[src/rtl/spi_csr_pkg.sv]
package spi_csr_pkg;
   // register indices (byte offset >> 2)
   localparam int unsigned IDX_RXD  = 0;
   localparam int unsigned IDX_TXD  = 1;
   localparam int unsigned IDX_CTL  = 2;
   localparam int unsigned IDX_IEN  = 3;
   localparam int unsigned IDX_STAT = 4;
   localparam int unsigned NUM_REGS = 5;

   // status bit positions
   localparam int unsigned ST_TE   = 0;
   localparam int unsigned ST_TREQ = 1;
   localparam int unsigned ST_TF   = 2;
   localparam int unsigned ST_RR   = 3;
   localparam int unsigned ST_RF   = 4;
   localparam int unsigned ST_RO   = 5;
   localparam int unsigned ST_TC   = 6;
   localparam int unsigned ST_W    = 7;

   localparam int unsigned CTL_EN  = 0;

   localparam logic [31:0] EMPTY_FILL = 32'hDEAD_BEEF;

   typedef struct packed {
      logic tc;
      logic ro;
      logic rf;
      logic rr;
      logic tf;
      logic treq;
      logic te;
   } stat_t;
endpackage

[src/rtl/spi_word_fifo.sv]
module spi_word_fifo #(
   parameter int unsigned WIDTH = 32,
   parameter int unsigned DEPTH = 64,
   localparam int unsigned PTR_W = (DEPTH > 1) ? $clog2(DEPTH) : 1,
   localparam int unsigned CNT_W = $clog2(DEPTH + 1)
) (
   input  logic             clk,
   input  logic             rst_n,
   input  logic             flush,
   input  logic             push,
   input  logic [WIDTH-1:0] push_data,
   input  logic             pop,
   output logic [WIDTH-1:0] head,
   output logic [CNT_W-1:0] count,
   output logic             empty,
   output logic             full
);
   localparam bit POW2 = (DEPTH == (1 << PTR_W));

   if (DEPTH < 2) begin : g_bad_depth
      $error("spi_word_fifo: DEPTH must be at least 2");
   end
   if (WIDTH < 1) begin : g_bad_width
      $error("spi_word_fifo: WIDTH must be positive");
   end

   logic [WIDTH-1:0] mem [DEPTH];
   logic [PTR_W-1:0] wr_ptr, rd_ptr, wr_nxt, rd_nxt;
   logic             do_push, do_pop;

   assign empty   = (count == '0);
   assign full    = (count == CNT_W'(DEPTH));
   assign do_push = push && !full;
   assign do_pop  = pop && !empty;
   assign head    = mem[rd_ptr];

   // pointer advance: free wrap for power-of-two depths, compare otherwise
   if (POW2) begin : g_wrap_free
      assign wr_nxt = wr_ptr + 1'b1;
      assign rd_nxt = rd_ptr + 1'b1;
   end else begin : g_wrap_cmp
      assign wr_nxt = (wr_ptr == PTR_W'(DEPTH - 1)) ? '0 : wr_ptr + 1'b1;
      assign rd_nxt = (rd_ptr == PTR_W'(DEPTH - 1)) ? '0 : rd_ptr + 1'b1;
   end

   always_ff @(posedge clk) begin
      if (do_push && !flush) mem[wr_ptr] <= push_data;
   end

   always_ff @(posedge clk or negedge rst_n) begin
      if (!rst_n) begin
         wr_ptr <= '0;
         rd_ptr <= '0;
         count  <= '0;
      end else if (flush) begin
         wr_ptr <= '0;
         rd_ptr <= '0;
         count  <= '0;
      end else begin
         if (do_push) wr_ptr <= wr_nxt;
         if (do_pop)  rd_ptr <= rd_nxt;
         case ({do_push, do_pop})
            2'b10:   count <= count + 1'b1;
            2'b01:   count <= count - 1'b1;
            default: count <= count;
         endcase
      end
   end

   AST_FIFO_COUNT_BOUND: assert property (@(posedge clk) disable iff (!rst_n)
      count <= CNT_W'(DEPTH));
   AST_FIFO_FLUSH_EMPTIES: assert property (@(posedge clk) disable iff (!rst_n)
      flush |=> empty);
   AST_FIFO_FULL_HOLDS: assert property (@(posedge clk) disable iff (!rst_n)
      (full && push && !pop && !flush) |=> full);
endmodule

[src/rtl/spi_stat_flags.sv]
module spi_stat_flags
   import spi_csr_pkg::*;
#(
   parameter int unsigned DEPTH        = 64,
   parameter int unsigned TX_REQ_LEVEL = 16,
   localparam int unsigned CNT_W = $clog2(DEPTH + 1),
   localparam int unsigned NSTK  = 2
) (
   input  logic             clk,
   input  logic             rst_n,
   input  logic [CNT_W-1:0] tx_count,
   input  logic [CNT_W-1:0] rx_count,
   input  logic             ovf_evt,
   input  logic             done_evt,
   input  logic [NSTK-1:0]  clr_req,   // [0] overflow, [1] complete
   input  logic             wipe,
   input  logic [ST_W-1:0]  ien,
   output logic [31:0]      stat_word,
   output logic             irq
);
   if (TX_REQ_LEVEL > DEPTH) begin : g_bad_req
      $error("spi_stat_flags: TX_REQ_LEVEL exceeds DEPTH");
   end

   stat_t            st;
   logic [NSTK-1:0]  stk_set;
   logic [NSTK-1:0]  stk_q;

   assign stk_set = {done_evt, ovf_evt};

   for (genvar g = 0; g < NSTK; g++) begin : g_stk
      logic q;
      always_ff @(posedge clk or negedge rst_n) begin
         if (!rst_n)          q <= 1'b0;
         else if (wipe)       q <= 1'b0;
         else if (stk_set[g]) q <= 1'b1;
         else if (clr_req[g]) q <= 1'b0;
      end
      assign stk_q[g] = q;
   end

   // occupancy-derived flags are combinational on the count registers
   always_comb begin
      st.te   = (tx_count == '0);
      st.treq = (tx_count <= CNT_W'(TX_REQ_LEVEL));
      st.tf   = (tx_count == CNT_W'(DEPTH));
      st.rr   = (rx_count != '0);
      st.rf   = (rx_count == CNT_W'(DEPTH));
      st.ro   = stk_q[0];
      st.tc   = stk_q[1];
   end

   assign stat_word = {{(32-ST_W){1'b0}}, st};
   assign irq       = |(st & ien);

   AST_IRQ_NEEDS_ENABLE: assert property (@(posedge clk) disable iff (!rst_n)
      irq |-> (ien != '0));
   AST_RO_STICKY: assert property (@(posedge clk) disable iff (!rst_n)
      (stat_word[ST_RO] && !clr_req[0] && !wipe) |=> stat_word[ST_RO]);
   AST_TC_SET_BY_DONE: assert property (@(posedge clk) disable iff (!rst_n)
      (done_evt && !wipe) |=> stat_word[ST_TC]);
   AST_W1C_CLEARS: assert property (@(posedge clk) disable iff (!rst_n)
      (clr_req[0] && !ovf_evt) |=> !stat_word[ST_RO]);
endmodule

[src/rtl/spi_ctrl_regs.sv]
module spi_ctrl_regs
   import spi_csr_pkg::*;
#(
   parameter int unsigned ADDR_W       = 6,
   parameter int unsigned FIFO_DEPTH   = 64,
   parameter int unsigned TX_REQ_LEVEL = FIFO_DEPTH / 4
) (
   input  logic              clk,
   input  logic              rst_n,
   input  logic              bus_wr,
   input  logic              bus_rd,
   input  logic [ADDR_W-1:0] bus_addr,
   input  logic [31:0]       bus_wdata,
   output logic [31:0]       bus_rdata,
   output logic [31:0]       ctrl_word,
   input  logic              eng_tx_pop,
   output logic [31:0]       eng_tx_word,
   output logic              eng_tx_valid,
   input  logic              eng_rx_push,
   input  logic [31:0]       eng_rx_word,
   input  logic              eng_done,
   output logic              soft_clr,
   output logic              irq
);
   localparam int unsigned IDX_W = ADDR_W - 2;
   localparam int unsigned CNT_W = $clog2(FIFO_DEPTH + 1);

   if (ADDR_W < 5) begin : g_bad_addr
      $error("spi_ctrl_regs: ADDR_W too small for the register map");
   end

   logic [IDX_W-1:0] idx;
   logic             unused_lo;
   logic             in_map, sel_rxd, sel_txd, sel_ctl, sel_ien, sel_stat;
   logic             enabled, clear_cmd;
   logic [31:0]      ctrl_q, ien_q, stat_word;
   logic             soft_q;
   logic             tx_empty, tx_full, rx_empty, rx_full;
   logic [CNT_W-1:0] tx_count, rx_count;
   logic [31:0]      rx_head;
   logic             tx_push, tx_pop, rx_push, rx_pop, rx_drop, stat_wr;

   // ---------------- address decode ----------------
   assign idx       = bus_addr[ADDR_W-1:2];
   assign unused_lo = ^bus_addr[1:0];
   assign in_map    = (idx < IDX_W'(NUM_REGS));
   assign sel_rxd   = (idx == IDX_W'(IDX_RXD));
   assign sel_txd   = (idx == IDX_W'(IDX_TXD));
   assign sel_ctl   = (idx == IDX_W'(IDX_CTL));
   assign sel_ien   = (idx == IDX_W'(IDX_IEN));
   assign sel_stat  = (idx == IDX_W'(IDX_STAT));

   assign enabled   = ctrl_q[CTL_EN];
   assign clear_cmd = bus_wr && sel_ctl && !bus_wdata[CTL_EN];

   // ---------------- FIFO gating ----------------
   assign tx_push = bus_wr && sel_txd && enabled && !tx_full;
   assign tx_pop  = eng_tx_pop && !tx_empty;
   assign rx_pop  = bus_rd && sel_rxd && enabled && !rx_empty;
   assign rx_push = eng_rx_push && !rx_full;
   assign rx_drop = eng_rx_push && rx_full;
   assign stat_wr = bus_wr && sel_stat;

   spi_word_fifo #(.WIDTH(32), .DEPTH(FIFO_DEPTH)) u_tx_fifo (
      .clk       (clk),
      .rst_n     (rst_n),
      .flush     (clear_cmd),
      .push      (tx_push),
      .push_data (bus_wdata),
      .pop       (tx_pop),
      .head      (eng_tx_word),
      .count     (tx_count),
      .empty     (tx_empty),
      .full      (tx_full)
   );

   spi_word_fifo #(.WIDTH(32), .DEPTH(FIFO_DEPTH)) u_rx_fifo (
      .clk       (clk),
      .rst_n     (rst_n),
      .flush     (clear_cmd),
      .push      (rx_push),
      .push_data (eng_rx_word),
      .pop       (rx_pop),
      .head      (rx_head),
      .count     (rx_count),
      .empty     (rx_empty),
      .full      (rx_full)
   );

   spi_stat_flags #(.DEPTH(FIFO_DEPTH), .TX_REQ_LEVEL(TX_REQ_LEVEL)) u_flags (
      .clk       (clk),
      .rst_n     (rst_n),
      .tx_count  (tx_count),
      .rx_count  (rx_count),
      .ovf_evt   (rx_drop),
      .done_evt  (eng_done),
      .clr_req   ({stat_wr && bus_wdata[ST_TC], stat_wr && bus_wdata[ST_RO]}),
      .wipe      (clear_cmd),
      .ien       (ien_q[ST_W-1:0]),
      .stat_word (stat_word),
      .irq       (irq)
   );

   // ---------------- control / enable registers ----------------
   always_ff @(posedge clk or negedge rst_n) begin
      if (!rst_n) begin
         ctrl_q <= '0;
         ien_q  <= '0;
         soft_q <= 1'b0;
      end else begin
         soft_q <= clear_cmd;
         if (clear_cmd) begin
            ctrl_q <= '0;
            ien_q  <= '0;
         end else begin
            if (bus_wr && sel_ctl) ctrl_q <= bus_wdata;
            if (bus_wr && sel_ien) ien_q  <= bus_wdata;
         end
      end
   end

   // ---------------- read mux ----------------
   always_comb begin
      bus_rdata = '0;
      if (bus_rd && in_map) begin
         if (sel_rxd)       bus_rdata = !enabled ? '0 : (rx_empty ? EMPTY_FILL : rx_head);
         else if (sel_ctl)  bus_rdata = ctrl_q;
         else if (sel_ien)  bus_rdata = ien_q;
         else if (sel_stat) bus_rdata = stat_word;
      end
   end

   assign ctrl_word    = ctrl_q;
   assign eng_tx_valid = !tx_empty;
   assign soft_clr     = soft_q;

   AST_TX_BLOCKED_WRITE: assert property (@(posedge clk) disable iff (!rst_n)
      (bus_wr && sel_txd && (!enabled || tx_full) && !eng_tx_pop)
      |=> (tx_count == $past(tx_count)));
   AST_RX_WRITE_NO_EFFECT: assert property (@(posedge clk) disable iff (!rst_n)
      (bus_wr && sel_rxd && !eng_rx_push && !bus_rd) |=> (rx_count == $past(rx_count)));
   AST_UNMAPPED_READ_ZERO: assert property (@(posedge clk) disable iff (!rst_n)
      (bus_rd && !in_map) |-> (bus_rdata == '0));
   AST_SOFT_CLR_WIPES: assert property (@(posedge clk) disable iff (!rst_n)
      soft_clr |-> (ctrl_word == '0 && !eng_tx_valid && stat_word[ST_RO] == 1'b0));
   AST_CTRL_FOLLOWS_WRITE: assert property (@(posedge clk) disable iff (!rst_n)
      (bus_wr && sel_ctl && bus_wdata[CTL_EN]) |=> (ctrl_word == $past(bus_wdata)));
endmodule

[config.mk]
export PLATFORM = sky130hd
export DESIGN_NAME = spi_ctrl_regs
export DESIGN_NICKNAME = d
export VERILOG_FILES = /design/src/rtl/spi_csr_pkg.sv /design/src/rtl/spi_word_fifo.sv /design/src/rtl/spi_stat_flags.sv /design/src/rtl/spi_ctrl_regs.sv
export SDC_FILE = /design/constraint.sdc
export NUM_CORES = 2
export LEC_CHECK = 0
export CAP_MARGIN = 10
export CORE_UTILIZATION = 45
export DETAILED_ROUTE_END_ITERATION = 12
export MAX_ROUTING_LAYER = met4
export SLEW_MARGIN = 20
export SYNTH_ARGS = -nofsm -noshare
export SYNTH_HDL_FRONTEND = slang
export SYNTH_HIERARCHICAL = 1
export SYNTH_SLANG_ARGS = --single-unit
[constraint.sdc]
create_clock -name clk -period 7.8 [get_ports clk]
set_clock_uncertainty 0.05 [all_clocks]
set_input_delay 1.56 -clock clk [delete_from_list [all_inputs] [get_ports clk]]
set_output_delay 1.56 -clock clk [all_outputs]
set_load 0.1 [all_outputs]
==> metrics.md <==
| Metric | Value |
|---|---|
| IO Port Bufs | 173 |
| H-tree depth | 5 |
| Die area | 0.365 mm2 |
| P&R area growth vs syn | 13.9% |
| Worst-path cell chain | nand3b_1 > buf_4 > o22ai_1 > a2111oi_1 > buf_4 > nor2_1 > o2bb2ai_1 > o21ai_0 > a221oi_1 > buf_4 |
| Die W | 604 um |
| Setup TNS | 0 ns |
| First-pass GRT wire length | 629000 um |
| CP Max Fanout | 31 |
| Top_reg_cell synth | edfxtp_1 |
| Initial antenna violation count | 31 |
| Power Density | 334 mW/mm2 |
| Drt initial violations | 9624 |
| Sw Share | 0.311 |
| Outcome | finished clean |
| Period Utilization, post-route | 0.914 |
| Crit path DAT | 5.52 ns |
| Max cap viols | 0 |
| Seq/Total Area, Yosys | 0.769 |
| Post-synth EDFFs | 4096 |
| Layout Nets | 8210 |
| Critical path launch point type | flop |
| Fraction of the mapped netlist area in adder cells | 0.00132 |
| Drt total wl | 450000 um |
| Clock latency on the worst-skew pair | 0.97 ns |
| Cells resized by post-CTS repair | 0 |
| NetSw | 0.0194 W |
| Pin count of the biggest net entering global routing | 90 |
| Comb pwr share | 0.265 |
| DIE HEIGHT | 604 um |
| Yosys warning count | 6 |
| Clk pin slew, worst setup/hold paths | 0.06 ns |
| Mapped Area | 0.163 mm2 |
| Most used cell along the critical path | buf_4 |
| Via count | 81500 |
| WHS Path Cells | 2 |
| Clock share of power | 0.321 |
| Final setup viols | 0 |
| Reg2reg path depth | 7 |
| CP peak stage delay | 0.80 ns |
| Max clock buf depth | 4 |
| # fillers | 28100 |
| Setup crit end kind | output pin |
| Synth Area in Compound Gates | 0.0303 |
| TritonCTS clock tree | done |
| Critical path type | flop to output pin |
| Residual DRC count | 0 |
| Slew Limit Headroom | 0.205 |
| Fmax | 0.140 GHz |
| Final ANT Viol Nets | 0 |
| Synthesized flop and latch total | 4201 |
| Layout cells sized above 1 | 0.276 |
| Row cnt | 220 |
| CTS buffer count | 425 |
| Initial core utilization | 0.454 |
| Simple-gate share of the synthesized area | 0.0192 |
| RePlAce Congestion | 0.861 |
| Mux cell area share after synthesis | 0.162 |
| Unrepaired setup endpoints after global routing | false |
| Via-per-instance ratio | 6.14 |
| Tot GR Track Use | 0.252 |
| Vias in the first global route | 81600 |
| Drt pass-1 iters | 5 |
| Post-synthesis cell count | 7571 |
| XOR/XNOR share of the synthesized area | 0.00184 |
| CP Data Required Time | 6.19 ns |
| FFs w/ async S/R, synth | 0.0250 |
| Routed WL per cell | 33.9 um |
| Time the worst path needs with I/O delays and setup | 7.13 ns |
| GR Overflow Total | 0 |
| P_leak | 57.7 nW |
| Setup bufs post-CTS | 0 |
| Peak supply drop | 0.251 mV |
| Fin. Hold Viols | 0 |
| Clock Sinks | 4201 |
| Clock Root Buffer | clkbuf_16 |
| Largest family of logic cells by synthesized area | multiplexers |
| Worst slew pin tran | 1.19 ns |
| Final core utilization | 0.517 |
| Hold Path Class | flop to flop |
| Internal power contribution | 0.0429 W |
| CORE AREA | 0.360 mm2 |
| Sequential power share | 0.415 |
| CTS hold repair buffers | 0 |
| Commonest non-fill, non-tap cells in the layout | edfxtp_1 (4096), mux4_2 (988), clkbuf_16 (436), buf_4 (416), mux2i_1 (348) |
| Hpwl dp | 261000 um |
| Io pins | 176 |
| Pins Over Slew Limit | 0 |
| Synth Area per Inst | 21.6 um2 |
| Crit-path slowest cell | dfrtp_4 |
| Cell variety after synth | 78 |
| Commonest non-fill, non-tap cell in the layout | edfxtp_1 |
[worst paths after layout]
path | from | end | slack (ns)
setup / recovery | u_rx_fifo/rd_ptr[2] | bus_rdata[9] | 0.67
hold / removal | ctrl_word[21] | ctrl_word[21] | 0.48
setup reg to reg | ctrl_word[0] | u_tx_fifo/mem[27][5] | 3.55
hold reg to reg | ctrl_word[21] | ctrl_word[21] | 0.48
max in group asynchronous | rst_n | u_tx_fifo/rd_ptr[2] | 5.54
min in group asynchronous | rst_n | ctrl_word[10] | 0.62
[worst max-delay path: cells and delay by family, from the launching register on]
family / cells / cell delay, ns
AO/OA/AOI/OAI: 5 / 1.32
AND/OR/NAND/NOR: 2 / 1.30
buffers and inverters: 3 / 1.04
flip-flops: 1 / 0.80
[flip-flops by register name, indices dropped and copies added (netlist names)]
register          flops
u_tx_fifo/count       7
ctrl_word            32
ien_q                32
u_tx_fifo/mem      2048
u_rx_fifo/rd_ptr      6
u_tx_fifo/wr_ptr      6
soft_clr              1
u_rx_fifo/mem      2048
u_rx_fifo/count       7
u_rx_fifo/wr_ptr      6
u_tx_fifo/rd_ptr      6
u_flags/g_stk.q       2
[synth_stat cells, drive strengths merged, types with 8 or more instances]
library cell | number | area share
edfxtp | 4096 | 0.75
mux4 | 988 | 0.14
mux2i | 348 | 0.021
nand2 | 299 | 0.0069
buf | 296 | 0.012
nor2 | 265 | 0.0064
o21ai | 174 | 0.0054
clkbuf | 159 | 0.0037
a21oi | 150 | 0.0046
dfrtp | 105 | 0.016
o22ai | 69 | 0.0026
mux2 | 67 | 0.0046
o221ai | 58 | 0.0031
a22oi | 53 | 0.0024
a221oi | 48 | 0.0026
a2111oi | 38 | 0.0020
a31oi | 29 | 0.0011
nor3 | 25 | 0.00077
nor2b | 23 | 0.00088
inv | 20 | 0.00046
xnor2 | 20 | 0.0013
a211oi | 19 | 0.00090
o211ai | 19 | 0.00087
o2bb2ai | 19 | 0.0010
a221o | 17 | 0.0010
nand3 | 17 | 0.00052
ha | 14 | 0.0011
a21o | 10 | 0.00046
and2 | 10 | 0.00038
nand2b | 10 | 0.00038
xor2 | 10 | 0.00054
nor4 | 9 | 0.00044
nand3b | 8 | 0.00037
o31ai | 8 | 0.00037
[power by group through the flow]
stage               Sequential [W]  Clock [W]  Combinational [W]
finish                      0.0258     0.0200             0.0165
CTS                         0.0258     0.0203             0.0166
global placement            0.0262          0             0.0164
detailed placement          0.0263          0             0.0165
global route                0.0258     0.0211             0.0171
floorplan                   0.0261          0             0.0107
[metrics by stage]
step           hold slack [ns]  worst slack (ns)  total power (W)  instance area (um2)  std cells
2_1_floorplan            0.423              1.56           0.0368               163000       7595
3_3_place_gp             0.452              1.47           0.0427               172000      12500
3_5_place_dp             0.465              1.43           0.0428               172000      12500
4_1_cts                  0.479             0.582           0.0626               186000      13200
5_1_grt                  0.500             0.543           0.0640               186000      13300
6_report                 0.479             0.667           0.0622               186000      13300
[metal layers]
metal | routed length [um] | GRT usage | part of all wire | vias to the layer above
met5 | 0 | - | 0 | -
met4 | 16900 | 0.0840 | 0.037 | 0
met3 | 30400 | 0.0312 | 0.068 | 690
met2 | 223000 | 0.409 | 0.50 | 3395
met1 | 179000 | 0.333 | 0.40 | 44500
li1 | - | - | - | 32900
[cells by family after synthesis]
kind of cell / after synthesis
AOI/OAI and AO/OA: 741
xor gates and xnor gates: 30
adders and majority gates: 16
buffers and inverters: 475
DFF: 4201
muxes: 1403
other: 1
and+or+nand+nor: 704
[area by class of cell]
cell class	count	area, um2	area share
Antenna cell	27	67.6	0.000363
Timing Repair Buffer	550	4460	0.0240
Sequential cell	4201	126000	0.675
Clock buffer	528	11300	0.0605
Inverter	20	80.1	0.000430
Multi-Input combinational cell	2919	36300	0.195
Clock inverter	247	2290	0.0123
Tap cell	4773	5970	0.0321
No activity file was read; power rests on OpenSTA's default activity.
